`config.mk`:
```
export PLATFORM = sky130hd
export DESIGN_NAME = mvec_ctrl
export DESIGN_NICKNAME = d
export VERILOG_FILES = /design/src/rtl/mvec_pkg.sv /design/src/rtl/mvec_entry_store.sv /design/src/rtl/mvec_pend_track.sv /design/src/rtl/mvec_msg_sweep.sv /design/src/rtl/mvec_ctrl.sv
export SDC_FILE = /design/constraint.sdc
export NUM_CORES = 2
export LEC_CHECK = 0
export BUFFER_PORTS_ARGS = -buffer_cell sky130_fd_sc_hd__buf_2
export CAP_MARGIN = 15
export CORE_ASPECT_RATIO = 1.2
export CORE_MARGIN = 1
export CORE_UTILIZATION = 45
export DETAILED_ROUTE_END_ITERATION = 12
export PLACE_DENSITY = 0.59
export SYNTH_ARGS = -nofsm -noshare
export SYNTH_HDL_FRONTEND = slang
export SYNTH_SLANG_ARGS = --single-unit
export TNS_END_PERCENT = 10
```
`constraint.sdc`:
```
create_clock -name clk -period 4.2 [get_ports clk]
set_input_delay 0.84 -clock clk [delete_from_list [all_inputs] [get_ports clk]]
set_output_delay 0.84 -clock clk [all_outputs]
set_load 0.01 [all_outputs]
```
`src/rtl/mvec_pkg.sv`:
```
package mvec_pkg;
   localparam int QSIZE_W = 11;
   localparam int MAX_VEC = 2048;

   typedef enum logic [1:0] {
      W_ADDR_LO = 2'd0,
      W_ADDR_HI = 2'd1,
      W_DATA    = 2'd2,
      W_CTRL    = 2'd3
   } tbl_word_e;
endpackage

```
`src/rtl/mvec_entry_store.sv`:
```
module mvec_entry_store
   import mvec_pkg::*;
#(
   parameter int NUM_VEC = 8,
   parameter int ENT_W   = 3
) (
   input  logic                clk,
   input  logic                rst_n,
   input  logic                wr_en,
   input  logic [ENT_W+3:0]    wr_addr,
   input  logic [31:0]         wr_data,
   input  logic [ENT_W+3:0]    rd_addr,
   output logic [31:0]         rd_data,
   input  logic                func_mask,
   input  logic [ENT_W-1:0]    sel_idx,
   output logic [63:0]         sel_addr,
   output logic [31:0]         sel_data,
   output logic [NUM_VEC-1:0]  eff_mask,
   output logic [NUM_VEC-1:0]  unmask_edge
);
   localparam logic [ENT_W:0] VEC_LIM = (ENT_W+1)'(NUM_VEC);

   logic [NUM_VEC-1:0][63:0] ent_addr;
   logic [NUM_VEC-1:0][31:0] ent_data;
   logic [NUM_VEC-1:0]       ent_mask;
   logic [NUM_VEC-1:0]       eff_q;

   logic [ENT_W-1:0] wr_ent;
   tbl_word_e        wr_word;
   assign wr_ent  = wr_addr[ENT_W+3:4];
   assign wr_word = tbl_word_e'(wr_addr[3:2]);

   for (genvar v = 0; v < NUM_VEC; v++) begin : g_ent
      logic        hit;
      logic [31:0] r_lo, r_hi, r_dat;
      logic        r_msk;
      assign hit = wr_en && (wr_ent == ENT_W'(v));
      always_ff @(posedge clk) begin
         if (!rst_n) begin
            r_lo  <= '0;
            r_hi  <= '0;
            r_dat <= '0;
            r_msk <= 1'b1;
         end else if (hit) begin
            case (wr_word)
               W_ADDR_LO: r_lo  <= wr_data;
               W_ADDR_HI: r_hi  <= wr_data;
               W_DATA:    r_dat <= wr_data;
               W_CTRL:    r_msk <= wr_data[0];
               default:   ;
            endcase
         end
      end
      assign ent_addr[v] = {r_hi, r_lo};
      assign ent_data[v] = r_dat;
      assign ent_mask[v] = r_msk;
   end

   // effective mask and its falling edge against last cycle's value
   assign eff_mask    = ent_mask | {NUM_VEC{func_mask}};
   assign unmask_edge = eff_q & ~eff_mask;

   always_ff @(posedge clk) begin
      if (!rst_n) eff_q <= '1;
      else        eff_q <= eff_mask;
   end

   logic [ENT_W-1:0] rd_ent;
   assign rd_ent = rd_addr[ENT_W+3:4];

   always_comb begin
      rd_data = '0;
      if ({1'b0, rd_ent} < VEC_LIM) begin
         case (tbl_word_e'(rd_addr[3:2]))
            W_ADDR_LO: rd_data = ent_addr[rd_ent][31:0];
            W_ADDR_HI: rd_data = ent_addr[rd_ent][63:32];
            W_DATA:    rd_data = ent_data[rd_ent];
            W_CTRL:    rd_data = {31'd0, ent_mask[rd_ent]};
            default:   rd_data = '0;
         endcase
      end
   end

   assign sel_addr = ent_addr[sel_idx];
   assign sel_data = ent_data[sel_idx];
endmodule

```
`src/rtl/mvec_pend_track.sv`:
```
module mvec_pend_track #(
   parameter int NUM_VEC = 8,
   parameter int IDX_W   = 4
) (
   input  logic                clk,
   input  logic                rst_n,
   input  logic                req,
   input  logic [IDX_W-1:0]    req_idx,
   input  logic [NUM_VEC-1:0]  inuse,
   input  logic [NUM_VEC-1:0]  eff_mask,
   input  logic [NUM_VEC-1:0]  unmask_edge,
   input  logic [NUM_VEC-1:0]  take,
   output logic [NUM_VEC-1:0]  pend,
   output logic [NUM_VEC-1:0]  due
);
   logic [NUM_VEC-1:0] hit;

   for (genvar v = 0; v < NUM_VEC; v++) begin : g_hit
      assign hit[v] = req && (req_idx == IDX_W'(v)) && inuse[v];
   end

   logic [NUM_VEC-1:0] replay;
   assign replay = unmask_edge & pend;

   always_ff @(posedge clk) begin
      if (!rst_n) begin
         pend <= '0;
         due  <= '0;
      end else begin
         pend <= ((pend & ~unmask_edge) | (hit & eff_mask)) & inuse;
         due  <= (due & ~take) | (hit & ~eff_mask) | replay;
      end
   end
endmodule

```
`src/rtl/mvec_msg_sweep.sv`:
```
module mvec_msg_sweep #(
   parameter int NUM_VEC = 8,
   parameter int ENT_W   = 3
) (
   input  logic                clk,
   input  logic                rst_n,
   input  logic [NUM_VEC-1:0]  due,
   input  logic [63:0]         sel_addr,
   input  logic [31:0]         sel_data,
   output logic [ENT_W-1:0]    sel_idx,
   output logic [NUM_VEC-1:0]  take,
   output logic                msg_valid,
   input  logic                msg_ready,
   output logic [63:0]         msg_addr,
   output logic [31:0]         msg_data
);
   localparam logic [ENT_W-1:0] LAST = ENT_W'(NUM_VEC - 1);

   logic [ENT_W-1:0] ptr_q, ptr_nxt;
   logic             advance, cur_due;

   assign sel_idx = ptr_q;
   assign advance = !msg_valid || msg_ready;
   assign cur_due = due[ptr_q];

   if (NUM_VEC == 1) begin : g_single
      assign ptr_nxt = '0;
   end else begin : g_multi
      assign ptr_nxt = (ptr_q == LAST) ? '0 : ptr_q + 1'b1;
   end

   always_comb begin
      take = '0;
      if (advance && cur_due) take[ptr_q] = 1'b1;
   end

   always_ff @(posedge clk) begin
      if (!rst_n) begin
         ptr_q     <= '0;
         msg_valid <= 1'b0;
         msg_addr  <= '0;
         msg_data  <= '0;
      end else if (advance) begin
         ptr_q     <= ptr_nxt;
         msg_valid <= cur_due;
         if (cur_due) begin
            msg_addr <= sel_addr;
            msg_data <= sel_data;
         end
      end
   end
endmodule

```
`src/rtl/mvec_ctrl.sv`:
```
module mvec_ctrl
   import mvec_pkg::*;
#(
   parameter int NUM_VEC = 8,
   localparam int ENT_W     = (NUM_VEC > 1) ? $clog2(NUM_VEC) : 1,
   localparam int IDX_W     = $clog2(NUM_VEC + 1),
   localparam int PBA_BITS  = ((NUM_VEC + 63) / 64) * 64,
   localparam int PBA_WORDS = PBA_BITS / 32,
   localparam int PBA_AW    = $clog2(PBA_WORDS)
) (
   input  logic                 clk,
   input  logic                 rst_n,
   input  logic                 ctl_we,
   input  logic                 ctl_wenable,
   input  logic                 ctl_wmaskall,
   output logic                 ctl_enable,
   output logic                 ctl_maskall,
   output logic [QSIZE_W-1:0]   ctl_qsize,
   input  logic                 tbl_we,
   input  logic [ENT_W+3:0]     tbl_waddr,
   input  logic [31:0]          tbl_wdata,
   input  logic [ENT_W+3:0]     tbl_raddr,
   output logic [31:0]          tbl_rdata,
   input  logic [PBA_AW+1:0]    pba_raddr,
   output logic [31:0]          pba_rdata,
   input  logic                 irq_req,
   input  logic [IDX_W-1:0]     irq_vec,
   input  logic [NUM_VEC-1:0]   vec_inuse,
   output logic                 msg_valid,
   input  logic                 msg_ready,
   output logic [63:0]          msg_addr,
   output logic [31:0]          msg_data
);
   if (NUM_VEC < 1 || NUM_VEC > MAX_VEC) begin : g_bad_count
      $error("mvec_ctrl: NUM_VEC must lie in 1..%0d", MAX_VEC);
   end

   // function control bits
   always_ff @(posedge clk) begin
      if (!rst_n) begin
         ctl_enable  <= 1'b0;
         ctl_maskall <= 1'b0;
      end else if (ctl_we) begin
         ctl_enable  <= ctl_wenable;
         ctl_maskall <= ctl_wmaskall;
      end
   end

   logic func_mask;
   assign func_mask = !ctl_enable || ctl_maskall;
   assign ctl_qsize = QSIZE_W'(NUM_VEC - 1);

   logic [NUM_VEC-1:0] eff_mask_w, unmask_edge_w, take_w, pend_q, due_q;
   logic [ENT_W-1:0]   sel_idx_w;
   logic [63:0]        sel_addr_w;
   logic [31:0]        sel_data_w;

   mvec_entry_store #(.NUM_VEC(NUM_VEC), .ENT_W(ENT_W)) u_store (
      .clk(clk), .rst_n(rst_n),
      .wr_en(tbl_we), .wr_addr(tbl_waddr), .wr_data(tbl_wdata),
      .rd_addr(tbl_raddr), .rd_data(tbl_rdata),
      .func_mask(func_mask),
      .sel_idx(sel_idx_w), .sel_addr(sel_addr_w), .sel_data(sel_data_w),
      .eff_mask(eff_mask_w), .unmask_edge(unmask_edge_w)
   );

   mvec_pend_track #(.NUM_VEC(NUM_VEC), .IDX_W(IDX_W)) u_pend (
      .clk(clk), .rst_n(rst_n),
      .req(irq_req), .req_idx(irq_vec), .inuse(vec_inuse),
      .eff_mask(eff_mask_w), .unmask_edge(unmask_edge_w), .take(take_w),
      .pend(pend_q), .due(due_q)
   );

   mvec_msg_sweep #(.NUM_VEC(NUM_VEC), .ENT_W(ENT_W)) u_sweep (
      .clk(clk), .rst_n(rst_n),
      .due(due_q), .sel_addr(sel_addr_w), .sel_data(sel_data_w),
      .sel_idx(sel_idx_w), .take(take_w),
      .msg_valid(msg_valid), .msg_ready(msg_ready),
      .msg_addr(msg_addr), .msg_data(msg_data)
   );

   // pending array: flat bit vector, zero padded to a multiple of 64
   logic [PBA_BITS-1:0] pba_flat;
   logic [PBA_AW-1:0]   pba_word;
   assign pba_flat = PBA_BITS'(pend_q);
   assign pba_word = pba_raddr[PBA_AW+1:2];

   always_comb begin
      pba_rdata = '0;
      for (int w = 0; w < PBA_WORDS; w++) begin
         if (pba_word == PBA_AW'(w)) pba_rdata = pba_flat[w*32 +: 32];
      end
   end
endmodule

```
## After elaboration in Yosys (flattened, before gate mapping)

Index checks and enable logic that the tools add are counted.
Widths: inputs -> output; s select.

| word-level totals | value |
|---|---|
| register bits after elaboration | 902 |
| output and inout port bits | 174 |
| logic and storage cells | 165 |

| cells by class | value |
|---|---|
| add/sub/neg operators | 1 |
| magnitude comparators | 3 |
| equality and inequality tests | 21 |
| multiplexer cells | 18 |
| bitwise gates (word level) | 14 |
| reduce and logical (&&, ||, !) cells | 67 |

Operators with widths:

| kind | number |
|---|---|
| $bmux 64 s3 | 2 |
| $bmux 32 s3 | 2 |
| $mux 64 | 2 |
| $pmux 32 s4 | 1 |
| $reduce_and 2->1 | 33 |
| $mux 32 | 2 |
| $and 8x8->8 | 7 |
| $or 8x8->8 | 4 |
| $logic_and 1x1->1 | 26 |
| $not 8->8 | 3 |
| $eq 4x3->1 const B | 4 |
| $mux 8 | 2 |
| $eq 3x3->1 const B | 5 |
| $eq 2x2->1 const B | 4 |
| $eq 4x2->1 const B | 2 |
| $lt 3x4->1 const B | 2 |
| $bmux 1 s3 | 2 |
| $eq 3x2->1 const B | 2 |
| $eq 2x1->1 const B | 2 |
| $eq 4x1->1 const B | 1 |
| $logic_not 2->1 | 2 |
| $logic_not 4->1 | 1 |
| $add 3x1->3 const B | 1 |
| $demux 1 s3 | 1 |
| other kinds (7) | 11 |

## Longest topological paths before layout

| logic depth | value |
|---|---|
| depth after elaboration | 9 |
| gate-level depth with buffers | 9 |

## Cells and area by module

Synthesis repeated with hierarchy kept, for this count alone.

| unflattened totals | value |
|---|---|
| cell total of the unflattened synthesis | 4896 |
| area, all modules | 46698.5 µm² |

By module, submodules not included:

| module | instances | cells each | area an instance (µm²) |
|---|---|---|---|
| mvec_entry_store | 1 | 4299 | 41313.4 |
| mvec_msg_sweep | 1 | 457 | 4202.8 |
| mvec_pend_track | 1 | 88 | 777.0 |
| mvec_ctrl | 1 | 52 | 405.4 |

## Worst setup path before layout

Ideal clock, no wire load.

| timing | value |
|---|---|
| kind | input to output |
| start | input tbl_raddr[4] |
| end | output tbl_rdata[28] |
| arrival time | 2.502 ns |
| required time | 3.360 ns |
| setup slack | 0.858 ns |
| cell stages on the path | 7 |
| path through | clkbuf_1 -> clkbuf_1 -> buf_2 -> mux4_2 -> mux2i_1 -> o22a_1 -> o21ai_0 |

| between the ends | value |
|---|---|
| word-level cells in the longest chain between the ends | 3 |
| elaborated cells on any way between the ends | 5 |
| classes of those cells | mux (5) |

RTL lines:

| element | RTL line | source |
|---|---|---|
| start: declaration | mvec_ctrl.sv:22 | `input logic [ENT_W+3:0] tbl_raddr,` |
| $bmux 32 s3 / $bmux 64 s3 (equally long branches) | mvec_entry_store.sv:77, mvec_entry_store.sv:75, mvec_entry_store.sv:76 |  |
| $mux 32 (not written as such) / $mux 64 (equally long branches) | mvec_entry_store.sv:77, mvec_entry_store.sv:75 |  |
| $pmux 32 s4 (*) | mvec_entry_store.sv:74 | `case (tbl_word_e'(rd_addr[3:2]))` |
| end: declaration | mvec_ctrl.sv:23 | `output logic [31:0] tbl_rdata,` |

Every way passes the cells marked *; elsewhere a longest branch is shown, timed or not. The select of a mux whose other input is x is not followed.

## Final worst setup path

| timing | value |
|---|---|
| start | input tbl_raddr[4] |
| end | output tbl_rdata[21] |

Same word-level chain as after synthesis.

==> results.sh <==
export IMPL_synth_xor_area_share_pct=0
export IMPL_numPortBuffers=201
export IMPL_viasPerCell=6.295
export IMPL_ir_worst_vdd_mv=0.3144
export IMPL_synthMuxAreaShare_pct=19.56
export IMPL_dieArea_um2=98110
export IMPL_crit_reg2reg_launch="u_sweep.sel_idx[1]$_SDFFE_PN0N_"
export IMPL_post_synth_top_count_cell="nand2_1"
export IMPL_ant_nets=0
export IMPL_synthTopCellsByCount="nand2_1 (1672), dfxtp_1 (902), a21oi_1 (812)"
export IMPL_cp_start_kind="input pin"
export IMPL_wl_per_cell_um=27.93
export IMPL_arrival_ns=2.98
export IMPL_fin_nets=5126
export IMPL_grt_pass1_vias=37280
export IMPL_area_growth_pct=12.96
export IMPL_drc=0
export IMPL_r2r_slack_ns=0.99
export IMPL_critPathRequiredTime_ns=3.36
export IMPL_antenna_found_initial=7
export IMPL_drv_cap=0
export IMPL_pin_count=243
export IMPL_numCtsBuffers=94
export IMPL_drtIter0Drc=4845
export IMPL_slew_viol_final=0
export IMPL_routed_wl_mm=178.5
export IMPL_grt_ovfl_total=0
export IMPL_worst_slew_pin_slew_ns=1.127
export IMPL_ys_ff_latch=902
export IMPL_ys_types=51
export IMPL_slew_limit_headroom_pct=24.61
export IMPL_synth_top_family_by_area="multiplexers"
export IMPL_grt_setup_unrepaired="false"
export IMPL_whs_path_depth=2
export IMPL_synthAdderAreaFrac_pct=0.05742
export IMPL_postSynth_asyncResetShare_pct=0
export IMPL_clock_latency_ns=0.69
export IMPL_synth_compound_area_share_pct=16.74
export IMPL_hold_viol_final=0
export IMPL_yosysTopAreaCellShare_pct=41.43
export IMPL_ys_seq_area_share_pct=41.43
export IMPL_synth_edf_count=0
export IMPL_cts_tree="yes"
export IMPL_synthFlopType="dfxtp_1"
export IMPL_coreArea_um2=95570
export IMPL_ctsResizeCount=0
export IMPL_min_path_type="input pin to flop"
export IMPL_yosys_warnings=0
export IMPL_final_layout_size_suffix_gt1_share_pct=18.24
export IMPL_synth_area_per_cell_um2=8.548
export IMPL_max_freq_mhz=261.9
export IMPL_ys_top_cells_by_area="dfxtp_1 (41%), nand2_1 (14%), mux4_2 (14%)"
export IMPL_place_hpwl_mm=105.4
export IMPL_fp_dieW_um=286.1
export IMPL_synth_simple_area_share_pct=16.84
export IMPL_r2r_end="u_sweep.msg_addr[21]$_SDFFE_PN0P_"
export IMPL_period_needed_ns=3.819
export IMPL_grt_max_degree=127
export IMPL_fp_dieH_um=342.9
export IMPL_holdBufCountCts=0
export IMPL_multiInputGateArea_um2=23550
export IMPL_leakagePower_nw=16.55
export IMPL_finClkSkew_ns=0.02161
export IMPL_num_rows=124
export IMPL_cts_setup_buffers=0
export IMPL_whs_endpoint="u_pend.pend[3]$_SDFF_PN0_"
export IMPL_grt_pass1_wl_mm=257.6
export IMPL_period_share_pct=90.92
export IMPL_setup_viol_count_final=0
export IMPL_p_per_area_nw_per_um2=388.8
export IMPL_cts_sinks=902
export IMPL_track_usage_pct=35.51
export IMPL_dr_total_vias=40230
export IMPL_htreeDepth=3
export IMPL_path_class="input pin to primary output"
export IMPL_cts_buffer_depth=3
export IMPL_start_util_pct=45.60
export IMPL_design_area_um2=49230
export IMPL_netlist_area_um2=43580
export IMPL_cp_end_kind="primary output"
export IMPL_synth_top_area_cell="dfxtp_1"
export IMPL_reg2regPathDepth=5
export IMPL_setup_tns_ns=0
export IMPL_cts_root_buf="clkbuf_16"
export IMPL_path_max_fanout=32
export IMPL_num_fill_cells=8955
export IMPL_min_from="vec_inuse[3]"
export IMPL_clk_pin_slew_ns=0.06
export IMPL_place_congestion=0.8798
export IMPL_run_status="completed"
export IMPL_synth_cells=5099
export IMPL_p_total_mw=19.14
export IMPL_dr_pass1_iters=9
export IMPL_placed_area_um2=46040
export IMPL_regArea_um2=18070
-- cells by family (layout without fill, tap and decap cells) --
kind of cell	count (synthesis)	after routing
AOI/OAI and AO/OA	1229	1229
adders and majority gates	2	2
buffers and inverters	553	547
DFF	902	902
muxes	512	512
other	2	40
and+or+nand+nor	1899	1899
-- worst max path at each step --
stage / cells past startpoint / end / startpoint / slack (ns)
2_1_floorplan: 7 / tbl_rdata[28] / tbl_raddr[4] / 0.86
6_report: 7 / tbl_rdata[21] / tbl_raddr[4] / 0.38
5_1_grt: 8 / tbl_rdata[20] / tbl_raddr[4] / 0.37
3_5_place_dp: 7 / tbl_rdata[21] / tbl_raddr[4] / 0.45
4_1_cts: 7 / tbl_rdata[21] / tbl_raddr[4] / 0.45
3_3_place_gp: 7 / tbl_rdata[21] / tbl_raddr[4] / 0.43
-- sequential cells by signal (all words and copies together), names as in the netlist --
signal               count
ctl_enable               1
ctl_maskall              1
u_pend.due               8
u_pend.pend              8
u_store.eff_q            8
u_store.g_ent.r_dat    256
u_store.g_ent.r_hi     256
u_store.g_ent.r_lo     256
u_store.g_ent.r_msk      8
u_sweep.msg_addr        64
u_sweep.msg_data        32
u_sweep.msg_valid        1
u_sweep.sel_idx          3
-- worst max-delay path: stages --
cell and delay (ns):
buf_8 0.21, buf_12 0.33, mux4_2 0.55, mux2i_1 0.33, o22a_1 0.19, o21ai_0 0.26, buf_2 0.25
-- layer usage --
layer / GRT usage, % / up-vias / wire length [µm]
met4: 23.27 / 6 / 12360
met2: 55.66 / 2388 / 80820
met1: 44.85 / 19560 / 67280
met3: 6.602 / 627 / 18010
met5: 0 / - / 38
li1: - / 17660 / -
-- cell usage in the layout, fill, tap and decap left out, drive strengths merged, types with 6 or more instances in the layout --
master and count:
mux2i 170, conb 35, a211oi 51, clkinv 21, o22ai 10, nor2b 13
a221o 19, a221oi 50, nor3b 6, a311oi 37, nand2 1672, buf 366
nor2 133, clkbuf 136, a32oi 8, o22a 33, a21oi 813, a22oi 50
a31oi 10, nand3 9, bufinv 7, o21ai 77, a22o 18, mux4 264
and2 6, nor4 7, nand2b 11, dfxtp 902, nor3 20, o211a 16
and3 9, o221ai 13, mux2 78, inv 15
-- final cells by class --
type / instances / share of cell area (%)
diodes: 5 / 0.02541
clock buffers: 135 / 5.706
clock inverters: 32 / 0.7447
inverters: 13 / 0.1169
multi-input cells: 3677 / 47.84
flip-flops and latches: 902 / 36.70
well taps: 1260 / 3.202
repair buffers: 367 / 5.668
-- through the flow --
step,util (%),hold slack (ns),setup slack [ns],cells
CTS,51.50,0.3837,0.4479,6386
global route,51.50,0.4130,0.3714,6388
floorplan,-,0.4416,0.8580,5132
global placement,48.18,0.4492,0.4252,6219
finish,51.51,0.4017,0.3812,6391
detailed placement,48.18,0.4559,0.4526,6219
-- power breakdown --
part	switching (mW)	internal, mW	leakage, nW
sequential	0.0928	8.61	7.27
combinational	1.20	0.489	7.70
clock	3.69	5.06	1.58
(Power assumes the default switching activity.)
